===== src/rtl/dbg_cache_policy_pkg.sv =====
package dbg_cache_policy_pkg;

   // Number of implemented policy bits; positions are software visible.
   localparam int POLICY_W = 3;

   // Bit 2: write-back normal, bit 1: I-fill enable, bit 0: D-fill enable.
   // A cleared bit arms the matching restriction while in debug state.
   typedef struct packed {
      logic wb_normal;
      logic ifill_en;
      logic dfill_en;
   } policy_t;

   localparam policy_t POLICY_RESET = '{wb_normal: 1'b0, ifill_en: 1'b0, dfill_en: 1'b0};

endpackage


===== src/rtl/dcp_regs.sv =====
module dcp_regs
   import dbg_cache_policy_pkg::*;
#(
   parameter int DATA_W = 32
) (
   input  logic              clk,
   input  logic              rst_n,
   input  logic              reg_sel,
   input  logic              reg_wr,
   input  logic              reg_rd,
   input  logic [DATA_W-1:0] reg_wdata,
   output logic [DATA_W-1:0] reg_rdata,
   input  logic              dbg_halted,
   output policy_t           policy,
   output logic              dbg_active
);

   localparam int PAD_W = DATA_W - POLICY_W;

   policy_t policy_q;
   logic    dbg_q;
   logic    wr_en;
   logic    rd_en;
   logic    unused_wdata_hi;

   assign wr_en = reg_sel & reg_wr;
   assign rd_en = reg_sel & reg_rd;

   // Reserved write bits are dropped here.
   assign unused_wdata_hi = ^reg_wdata[DATA_W-1:POLICY_W];

   always_ff @(posedge clk or negedge rst_n) begin
      if (!rst_n) begin
         policy_q <= POLICY_RESET;
      end else if (wr_en) begin
         policy_q <= policy_t'(reg_wdata[POLICY_W-1:0]);
      end
   end

   // Single registered copy of the debug-state input.
   always_ff @(posedge clk or negedge rst_n) begin
      if (!rst_n) begin
         dbg_q <= 1'b0;
      end else begin
         dbg_q <= dbg_halted;
      end
   end

   generate
      if (PAD_W > 0) begin : g_pad
         assign reg_rdata = rd_en ? {{PAD_W{1'b0}}, policy_q} : '0;
      end else begin : g_nopad
         assign reg_rdata = rd_en ? policy_q : '0;
      end
   endgenerate

   assign policy     = policy_q;
   assign dbg_active = dbg_q;

endmodule


===== src/rtl/dcp_fill_gate.sv =====
module dcp_fill_gate #(
   parameter int PORTS = 1
) (
   input  logic             block,
   input  logic [PORTS-1:0] valid,
   input  logic [PORTS-1:0] fill_req,
   output logic [PORTS-1:0] fill_out,
   output logic [PORTS-1:0] suppressed
);

   for (genvar p = 0; p < PORTS; p++) begin : g_port
      assign fill_out[p]   = fill_req[p] & ~block;
      assign suppressed[p] = valid[p] & fill_req[p] & block;
   end

endmodule


===== src/rtl/dcp_wb_gate.sv =====
module dcp_wb_gate #(
   parameter int PORTS = 1
) (
   input  logic             force_wt,
   input  logic [PORTS-1:0] wb_in,
   output logic [PORTS-1:0] wb_out
);

   for (genvar p = 0; p < PORTS; p++) begin : g_port
      assign wb_out[p] = wb_in[p] & ~force_wt;
   end

endmodule


===== src/rtl/dbg_cache_policy.sv =====
module dbg_cache_policy
   import dbg_cache_policy_pkg::*;
#(
   parameter int DATA_W     = 32,
   parameter int NUM_IPORTS = 1,
   parameter int NUM_DPORTS = 2
) (
   input  logic                  clk,
   input  logic                  rst_n,
   input  logic                  reg_sel,
   input  logic                  reg_wr,
   input  logic                  reg_rd,
   input  logic [DATA_W-1:0]     reg_wdata,
   output logic [DATA_W-1:0]     reg_rdata,
   input  logic                  dbg_halted,
   output logic                  wt_force,
   output logic                  ic_fill_block,
   output logic                  dc_fill_block,
   input  logic [NUM_IPORTS-1:0] i_valid,
   input  logic [NUM_IPORTS-1:0] i_fill_req,
   output logic [NUM_IPORTS-1:0] i_fill_out,
   output logic [NUM_IPORTS-1:0] i_fill_supp,
   input  logic [NUM_DPORTS-1:0] d_valid,
   input  logic [NUM_DPORTS-1:0] d_wb_in,
   input  logic [NUM_DPORTS-1:0] d_fill_req,
   output logic [NUM_DPORTS-1:0] d_wb_out,
   output logic [NUM_DPORTS-1:0] d_fill_out,
   output logic [NUM_DPORTS-1:0] d_fill_supp
);

   if (DATA_W < POLICY_W) begin : g_chk_width
      $error("dbg_cache_policy: DATA_W must hold the policy bits");
   end
   if (NUM_IPORTS < 1 || NUM_DPORTS < 1) begin : g_chk_ports
      $error("dbg_cache_policy: at least one port per side");
   end

   policy_t policy;
   logic    dbg_active;

   dcp_regs #(.DATA_W(DATA_W)) u_regs (
      .clk        (clk),
      .rst_n      (rst_n),
      .reg_sel    (reg_sel),
      .reg_wr     (reg_wr),
      .reg_rd     (reg_rd),
      .reg_wdata  (reg_wdata),
      .reg_rdata  (reg_rdata),
      .dbg_halted (dbg_halted),
      .policy     (policy),
      .dbg_active (dbg_active)
   );

   // Restrictions are active-low bits qualified by the registered debug state.
   assign wt_force      = dbg_active & ~policy.wb_normal;
   assign ic_fill_block = dbg_active & ~policy.ifill_en;
   assign dc_fill_block = dbg_active & ~policy.dfill_en;

   dcp_fill_gate #(.PORTS(NUM_IPORTS)) u_ifill (
      .block      (ic_fill_block),
      .valid      (i_valid),
      .fill_req   (i_fill_req),
      .fill_out   (i_fill_out),
      .suppressed (i_fill_supp)
   );

   dcp_fill_gate #(.PORTS(NUM_DPORTS)) u_dfill (
      .block      (dc_fill_block),
      .valid      (d_valid),
      .fill_req   (d_fill_req),
      .fill_out   (d_fill_out),
      .suppressed (d_fill_supp)
   );

   dcp_wb_gate #(.PORTS(NUM_DPORTS)) u_wb (
      .force_wt (wt_force),
      .wb_in    (d_wb_in),
      .wb_out   (d_wb_out)
   );

endmodule


===== config.mk =====
export PLATFORM = sky130hd
export DESIGN_NAME = dbg_cache_policy
export DESIGN_NICKNAME = d
export VERILOG_FILES = /design/src/rtl/dbg_cache_policy_pkg.sv /design/src/rtl/dcp_regs.sv /design/src/rtl/dcp_fill_gate.sv /design/src/rtl/dcp_wb_gate.sv /design/src/rtl/dbg_cache_policy.sv
export SDC_FILE = /design/constraint.sdc
export NUM_CORES = 1
export LEC_CHECK = 0
export CAP_MARGIN = 30
export CORE_AREA = 4 4 41 43
export DETAILED_ROUTE_END_ITERATION = 7
export DIE_AREA = 0 0 45 47
export DONT_BUFFER_PORTS = 1
export PLACE_DENSITY = 0.59
export RECOVER_POWER = 50
export SYNTH_ARGS = -nofsm -noshare
export SYNTH_HDL_FRONTEND = slang
export SYNTH_HIERARCHICAL = 1
export SYNTH_SLANG_ARGS = --single-unit
export TNS_END_PERCENT = 50

===== constraint.sdc =====
create_clock -name clk -period 2.3 [get_ports clk]
set_clock_uncertainty 0.2 [all_clocks]
set_input_delay 0.115 -clock clk [delete_from_list [all_inputs] [get_ports clk]]
set_output_delay 0.115 -clock clk [all_outputs]
set_load 0.01 [all_outputs]

==> out/metrics.yaml, run 1 <==
outcome: "complete, no violations"
rsz0062_at_grt: "no"
ys_ff_latch: 4
grt_overflow_total: 0
grt_use_total: 0.0745
ff2ff_path_depth: 2
num_rows: 13
antenna_found_initial: 0
postCtsSetupRepairBufs: 0
die_h_um: 47
powerDensity_nw_per_um2: 528
final.period_utilization: 0.688
syn2layout_area_growth_pct: 4.01
synth-seq-area-share: 0.214
path_max_fanout: 5
hp-class: "in -> out"
core_um2: 1300
fin_crit_ns: 1.58
start_kind: "register"
clockBufferDepth: 2
crit_type: "reg -> out"
gp_congestion: 0.650
yosysUniqueCellTypes: 9
drc: 0
cts_tree: "done"
cts_hold_buf: 9
path_cells: "nor2b_1 > and3_1"
slew_violations: 0
path_buf_inv: 0
cp.arrival_ns: 1.27
final_common_cell: "conb_1"
yosysWarnings: 6
cts_inserted_buffers: 3
cts_resized: 0
cap_violations: 0
vdd_drop_max_mv: 0.220
dieArea_um2: 2120
synth_cells: 52
initial_core_util: 0.360
clock_latency_ns: 0.23
dr.pass1.iters: 1
syn_avg_cell_area_um2: 9.00
htree_levels: 1
grt_first_pass_wirelength_um: 1080
total_leakage_power_uw: 0.000275
finalSetupViolCount: 0
n_antenna_cell: 0
setup_tns_ns: 0
crit_family: "simple AND/OR/NAND/NOR gates"
post_drt_wl_per_cell_um: 10.7
dp_hpwl_um: 718
grt_max_degree: 6
cp.depth: 2
synth.cell_area_um2: 468
root_buffer: "clkbuf_4"
drive_gt1_frac: 0.190
max_stage_delay_ns: 0.39
layout.nets: 111
end_kind: "primary output"
totalWireLength_um: 831
via_per_inst: 3.88
vias: 303
critPathRequiredTime_ns: 1.99
finalHoldViolations: 0
utilization: 0.374
max_freq_ghz: 0.632
antenna_left: 0
boundaryPins: 89
die_x_um: 45
clkTransAtPathRegs_ns: 0.04
dr.first_iter.drc_count: 0
cpMaxStageDelayCell: "dfrtp_1"
min_path_cells: 1
layout_common_cells: "conb_1 (29), dlygate4sd3_1 (9), nor2b_1 (7)"
grt_pass1_vias: 291
numPortBuffers: 0
cts.sinks: 4
==> layer usage <==
metal  GRT usage  wire length, um
met2       0.138              436
met5           0                0
met3      0.0153              164
met1      0.0665              214
met4      0.0702               14
==> path summary, 6_finish.rpt <==
check | endpoint | startpoint | slack [ns]
worst max-delay path | d_fill_supp[0] | u_regs/policy[0] | 0.72
worst min-delay path | d_fill_out[0] | d_fill_req[0] | 0.17
worst max register to register | u_regs/policy[2] | u_regs/policy[2] | 0.78
worst min register to register | u_regs/policy[0] | u_regs/policy[0] | 0.88
max in group asynchronous | u_regs/dbg_active | rst_n | 1.25
min in group asynchronous | u_regs/policy[2] | rst_n | 0.49
==> worst reg2reg max path: cells and delay by family, from the launching register on <==
| kind | cells | cell delay (ns) |
|---|---|---|
| buffers and inverters | 1 | 0.55 |
| muxes | 1 | 0.26 |
| DFF | 1 | 0.39 |
==> cells by family after synthesis <==
group / Yosys count / synth area share
buffers and inverters: 29 / 0.465
DFF: 4 / 0.214
muxes: 3 / 0.0962
other: 1 / 0.00801
and+or+nand+nor: 15 / 0.217
==> per-stage QoR <==
step	setup slack [ns]	cell area (um2)	hold slack, ns	cells	power [uW]
2_1_floorplan	1.06	573	-0.381	80	182
3_3_place_gp	0.941	374	-0.380	66	152
3_5_place_dp	0.934	374	-0.380	66	152
4_1_cts	0.677	487	0.171	78	262
5_1_grt	0.603	487	0.174	78	275
6_report	0.718	487	0.170	78	257
==> power by group <==
| part | switching, uW | internal (uW) |
|---|---|---|
| registers | 7.02 | 79.6 |
| clock network | 26.5 | 58.2 |
| logic | 48.3 | 37.4 |
==> final cells by class <==
type	count	area (um2)
Sequential cell	4	100
Clock buffer	3	22.5
Tap cell	15	18.8
Fill cell	134	815
Multi-Input combinational cell	47	255
Timing Repair Buffer	9	90.1
==> registers in the layout, indices dropped and copies added, names as in the netlist <==
name               cells
u_regs/dbg_active      1
u_regs/policy          3
==> cells in the mapped netlist <==
master   instances  area (um2)
and3_2           4        30.0
and3_1           2        12.5
nor2b_1          7        43.8
dfrtp_1          4         100
conb_1           1        3.75
and2b_2          1        8.76
buf_4           29         218
nand2_2          1        6.26
mux2_4           3        45.0
(Power assumes the default switching activity.)
==> inputs of run 2 (changes only) <==
--- a/config.mk
+++ b/config.mk
@@ -10,7 +10,7 @@
 export DETAILED_ROUTE_END_ITERATION = 7
 export DIE_AREA = 0 0 45 47
 export DONT_BUFFER_PORTS = 1
-export PLACE_DENSITY = 0.59
+export PLACE_DENSITY = 0.61
 export RECOVER_POWER = 50
 export SYNTH_ARGS = -nofsm -noshare
 export SYNTH_HDL_FRONTEND = slang
==> constraint.sdc (replaced) <==
create_clock -name clk -period 1.3 [get_ports clk]
set_clock_uncertainty 0.2 [all_clocks]
set_input_delay 0.065 -clock clk [delete_from_list [all_inputs] [get_ports clk]]
set_output_delay 0.065 -clock clk [all_outputs]
set_load 0.01 [all_outputs]
==> out/metrics.yaml, run 2 (synthesis results as in run 1) <==
cp-startpoint: "u_regs/policy[0]"
setup_tns_ns: 0
vdd_drop_max_mv: 0.440
clockBufferDepth: 2
clock_latency_ns: 0.23
dp_hpwl_um: 824
clkTransAtPathRegs_ns: 0.04
fin_crit_ns: 1.29
max_freq_ghz: 0.774
totalWireLength_um: 1080
cts_tree: "done"
antenna_left: 0
grt_first_pass_wirelength_um: 1370
syn2layout_area_growth_pct: 14.4
post_drt_wl_per_cell_um: 13.2
finalHoldViolations: 0
drive_gt1_frac: 0.328
grt_pass1_vias: 331
ff_latch_area_um2: 100
num_rows: 13
cts.sinks: 4
hp-class: "in -> out"
dieArea_um2: 2120
gp_congestion: 0.703
r2r_start: "u_regs/policy[0]"
grt_use_total: 0.0984
dr.pass1.iters: 1
largest_reg_flops: 3
core_um2: 1300
htree_levels: 1
final_common_cell: "conb_1"
outcome: "complete, no violations"
n_antenna_cell: 0
numPortBuffers: 0
root_buffer: "clkbuf_4"
layout.nets: 115
die_x_um: 45
path_max_fanout: 5
slew_violations: 0
powerDensity_nw_per_um2: 902
num-fill-cells: 142
cts_inserted_buffers: 3
grt_max_degree: 6
total_leakage_power_uw: 0.000297
dr.first_iter.drc_count: 0
die_h_um: 47
crit_type: "reg -> out"
finalSetupViolCount: 0
initial_core_util: 0.360
final.period_utilization: 0.994
multi_input_area_um2: 277
boundaryPins: 89
antenna_found_initial: 0
grt_overflow_total: 0
cp.arrival_ns: 1.03
dp_cells: 69
cap_violations: 0
drc: 0
power_uw: 483
critPathRequiredTime_ns: 1.03
end_kind: "primary output"
rsz0062_at_grt: "yes"
via_per_inst: 3.89
hp-start: "d_fill_req[1]"
vias: 319
layout_common_cells: "conb_1 (29), dlygate4sd3_1 (8), buf_4 (5)"
finalNonFillerCells: 82
start_kind: "register"
[run 2: cell count changes in the layout (fill, tap and decap cells not counted)]
cell           before  now
nor2b_2             0    4
mux2_4              3    2
dlygate4sd3_1       9    8
nor2b_1             7    2
and3_4              0    2
mux2_1              0    1
nor2b_4             0    1
nand2_2             1    0
nand2_1             0    1
buf_4               0    5
and3_1              2    0
[run 2: worst paths after layout]
path                                     end  slack, ns  cells after the start
max in group asynchronous   u_regs/policy[0]       0.29                      2
min in group asynchronous  u_regs/dbg_active       0.44                      2
setup / recovery              d_fill_supp[1]      0.008                      2
setup reg to reg            u_regs/policy[0]       0.10                      2
hold / removal                d_fill_supp[1]       0.07                      1
hold reg to reg             u_regs/policy[2]       0.36                      1
[run 2: repair_timing]
item / 4_1_cts / 5_1_grt
hold endpoints to repair: 8 / 0
hold buffers: 8 / 0
setup buffers: 2 / 0
pin swaps: 0 / 2
gates resized for setup: 5 / 3
setup endpoints to repair: 7 / 7
[run 2: layout make-up]
cell class / count / area share
Multi-Input combinational cell: 47 / 0.516
Sequential cell: 4 / 0.187
Clock buffer: 3 / 0.0421
Tap cell: 15 / 0.0350
Timing Repair Buffer: 13 / 0.220
[run 2: metrics by stage]
step	worst slack, ns	instance area [um2]	hold slack, ns	utilization
after global routing	-0.0474	536	0.0683	0.412
after detailed placement	0.113	397	-0.430	0.305
after floorplan	0.114	573	-0.431	-
after global placement	0.142	397	-0.430	0.305
after CTS	-0.00348	534	0.0662	0.411
final	0.00843	536	0.0664	0.412
[run 2: metal layers]
layer | track usage | share of wire | up-vias
met1 | 0.0576 | 0.22 | 136
met5 | 0 | 0 | -
met4 | 0.105 | 0.023 | 0
li1 | - | - | 136
met2 | 0.201 | 0.54 | 43
met3 | 0.0383 | 0.22 | 4
[run 2: where the power goes]
group	internal [uW]	total (uW)	switching [uW]
clock	103	152	49.0
combinational	78.9	175	96.2
sequential	141	156	15.2
total	323	483	160
[run 2: worst max-delay path, cell delays in order (launching register included)]
cell	delay [ns]
dfrtp_1	0.42
nor2b_4	0.17
and3_4	0.21
==> inputs of run 3 (changes only) <==
--- a/config.mk
+++ b/config.mk
@@ -10,8 +10,10 @@
 export DETAILED_ROUTE_END_ITERATION = 7
 export DIE_AREA = 0 0 45 47
 export DONT_BUFFER_PORTS = 1
+export GPL_ROUTABILITY_DRIVEN = 1
 export PLACE_DENSITY = 0.61
 export RECOVER_POWER = 50
+export SETUP_SLACK_MARGIN = 0.05
 export SYNTH_ARGS = -nofsm -noshare
 export SYNTH_HDL_FRONTEND = slang
 export SYNTH_HIERARCHICAL = 1
==> out/metrics.yaml, run 3 (synthesis results as in run 1) <==
clockBufferDepth: 2
path_buf_inv: 0
core_um2: 1300
crit_type: "reg -> out"
cpMaxStageDelayCell: "dfrtp_1"
cts.sinks: 4
cap_violations: 0
start_kind: "register"
die_h_um: 47
total_leakage_power_uw: 0.000300
final_common_cell: "conb_1"
grt_max_degree: 6
cts_tree: "done"
rsz0062_at_grt: "yes"
vdd_drop_max_mv: 0.433
p_sw_uw: 164
drive_gt1_frac: 0.313
outcome: "complete, no violations"
final_cell_area_um2: 549
path_cells: "nor2b_4 > and3_4"
cts_inserted_buffers: 3
num_rows: 13
grt_overflow_total: 0
final.period_utilization: 0.993
dpl_cell_area_um2: 397
path_max_fanout: 5
boundaryPins: 89
drc: 0
slew_violations: 0
post_drt_wl_per_cell_um: 13.1
finalSetupViolCount: 0
totalWireLength_um: 1070
swShare: 0.335
finalHoldViolations: 0
n_antenna_cell: 0
powerDensity_nw_per_um2: 892
power_frac_seq: 0.325
clock_latency_ns: 0.23
grt_first_pass_wirelength_um: 1370
max_freq_ghz: 0.775
p_clk_frac: 0.310
dp_hpwl_um: 824
ff_latch_area_um2: 100
p_int_uw: 326
layout.nets: 115
cp-startpoint: "u_regs/policy[0]"
htree_levels: 1
r2r_start: "u_regs/policy[0]"
via_per_inst: 3.89
vias: 319
multi_input_area_um2: 287
antenna_left: 0
dieArea_um2: 2120
syn2layout_area_growth_pct: 17.4
initial_core_util: 0.360
grt_use_total: 0.0984
power_uw: 490
crit_family: "flip-flops"
hp-class: "in -> out"
cp.arrival_ns: 1.03
root_buffer: "clkbuf_4"
clkTransAtPathRegs_ns: 0.04
gp_congestion: 0.703
critPathRequiredTime_ns: 1.03
dr.first_iter.drc_count: 0
numPortBuffers: 0
num-fill-cells: 143
dr.pass1.iters: 1
comb_power_share: 0.364
antenna_found_initial: 0
hp-start: "d_fill_req[1]"
die_x_um: 45
grt_pass1_vias: 331
max_stage_delay_ns: 0.42
end_kind: "primary output"
layout_common_cells: "conb_1 (29), dlygate4sd3_1 (8), buf_4 (4), dfrtp_1 (4)"
fin_crit_ns: 1.29
largest_reg_flops: 3
-- run 3: path summary, 6_finish.rpt --
check	endpoint	slack, ns	cells past startpoint
setup / recovery	d_fill_supp[1]	0.009	2
hold / removal	d_fill_supp[1]	0.07	1
setup reg to reg	u_regs/policy[0]	0.10	2
hold reg to reg	u_regs/policy[2]	0.40	1
max in group asynchronous	u_regs/policy[0]	0.29	2
min in group asynchronous	u_regs/dbg_active	0.44	2
-- run 3: routing by layer --
layer | part of all wire | GRT usage
met5 | 0 | 0
met3 | 0.22 | 0.0383
met4 | 0.023 | 0.105
met1 | 0.21 | 0.0576
met2 | 0.54 | 0.201
-- run 3: stage by stage --
stage          instances  hold slack [ns]  utilization  setup TNS, ns  worst slack, ns
2_1_floorplan         80           -0.431            -              0            0.114
3_3_place_gp          69           -0.430        0.305              0            0.142
3_5_place_dp          69           -0.430        0.305              0            0.113
4_1_cts               82           0.0780        0.411              0         0.000179
5_1_grt               82           0.0683        0.422         -0.110          -0.0474
6_report              82           0.0664        0.422              0          0.00933
-- run 3: worst register-to-register path, stage by stage (launching register included) --
cell and delay, ns:
dfrtp_1 0.42, buf_4 0.15, mux2_1 0.30
-- run 3: timing repair --
item	CTS	global route
pin swaps	1	1
hold buffers	8	0
endpoints found under the setup margin	10	11
endpoints found under the hold margin	8	0
gates resized for setup	5	7
setup buffers	2	0
-- run 3: cell type report --
type,count,area share
well taps,15,0.0342
clock buffers,3,0.0410
flip-flops and latches,4,0.182
multi-input cells,47,0.522
repair buffers,13,0.221
-- run 3: power groups by stage --
stage / Clock (uW) / Combinational (uW) / Sequential (uW)
6_report: 152 / 178 / 159
5_1_grt: 165 / 193 / 163
4_1_cts: 159 / 173 / 155
3_5_place_dp: 0 / 130 / 155
3_3_place_gp: 0 / 129 / 153
2_1_floorplan: 0 / 172 / 150
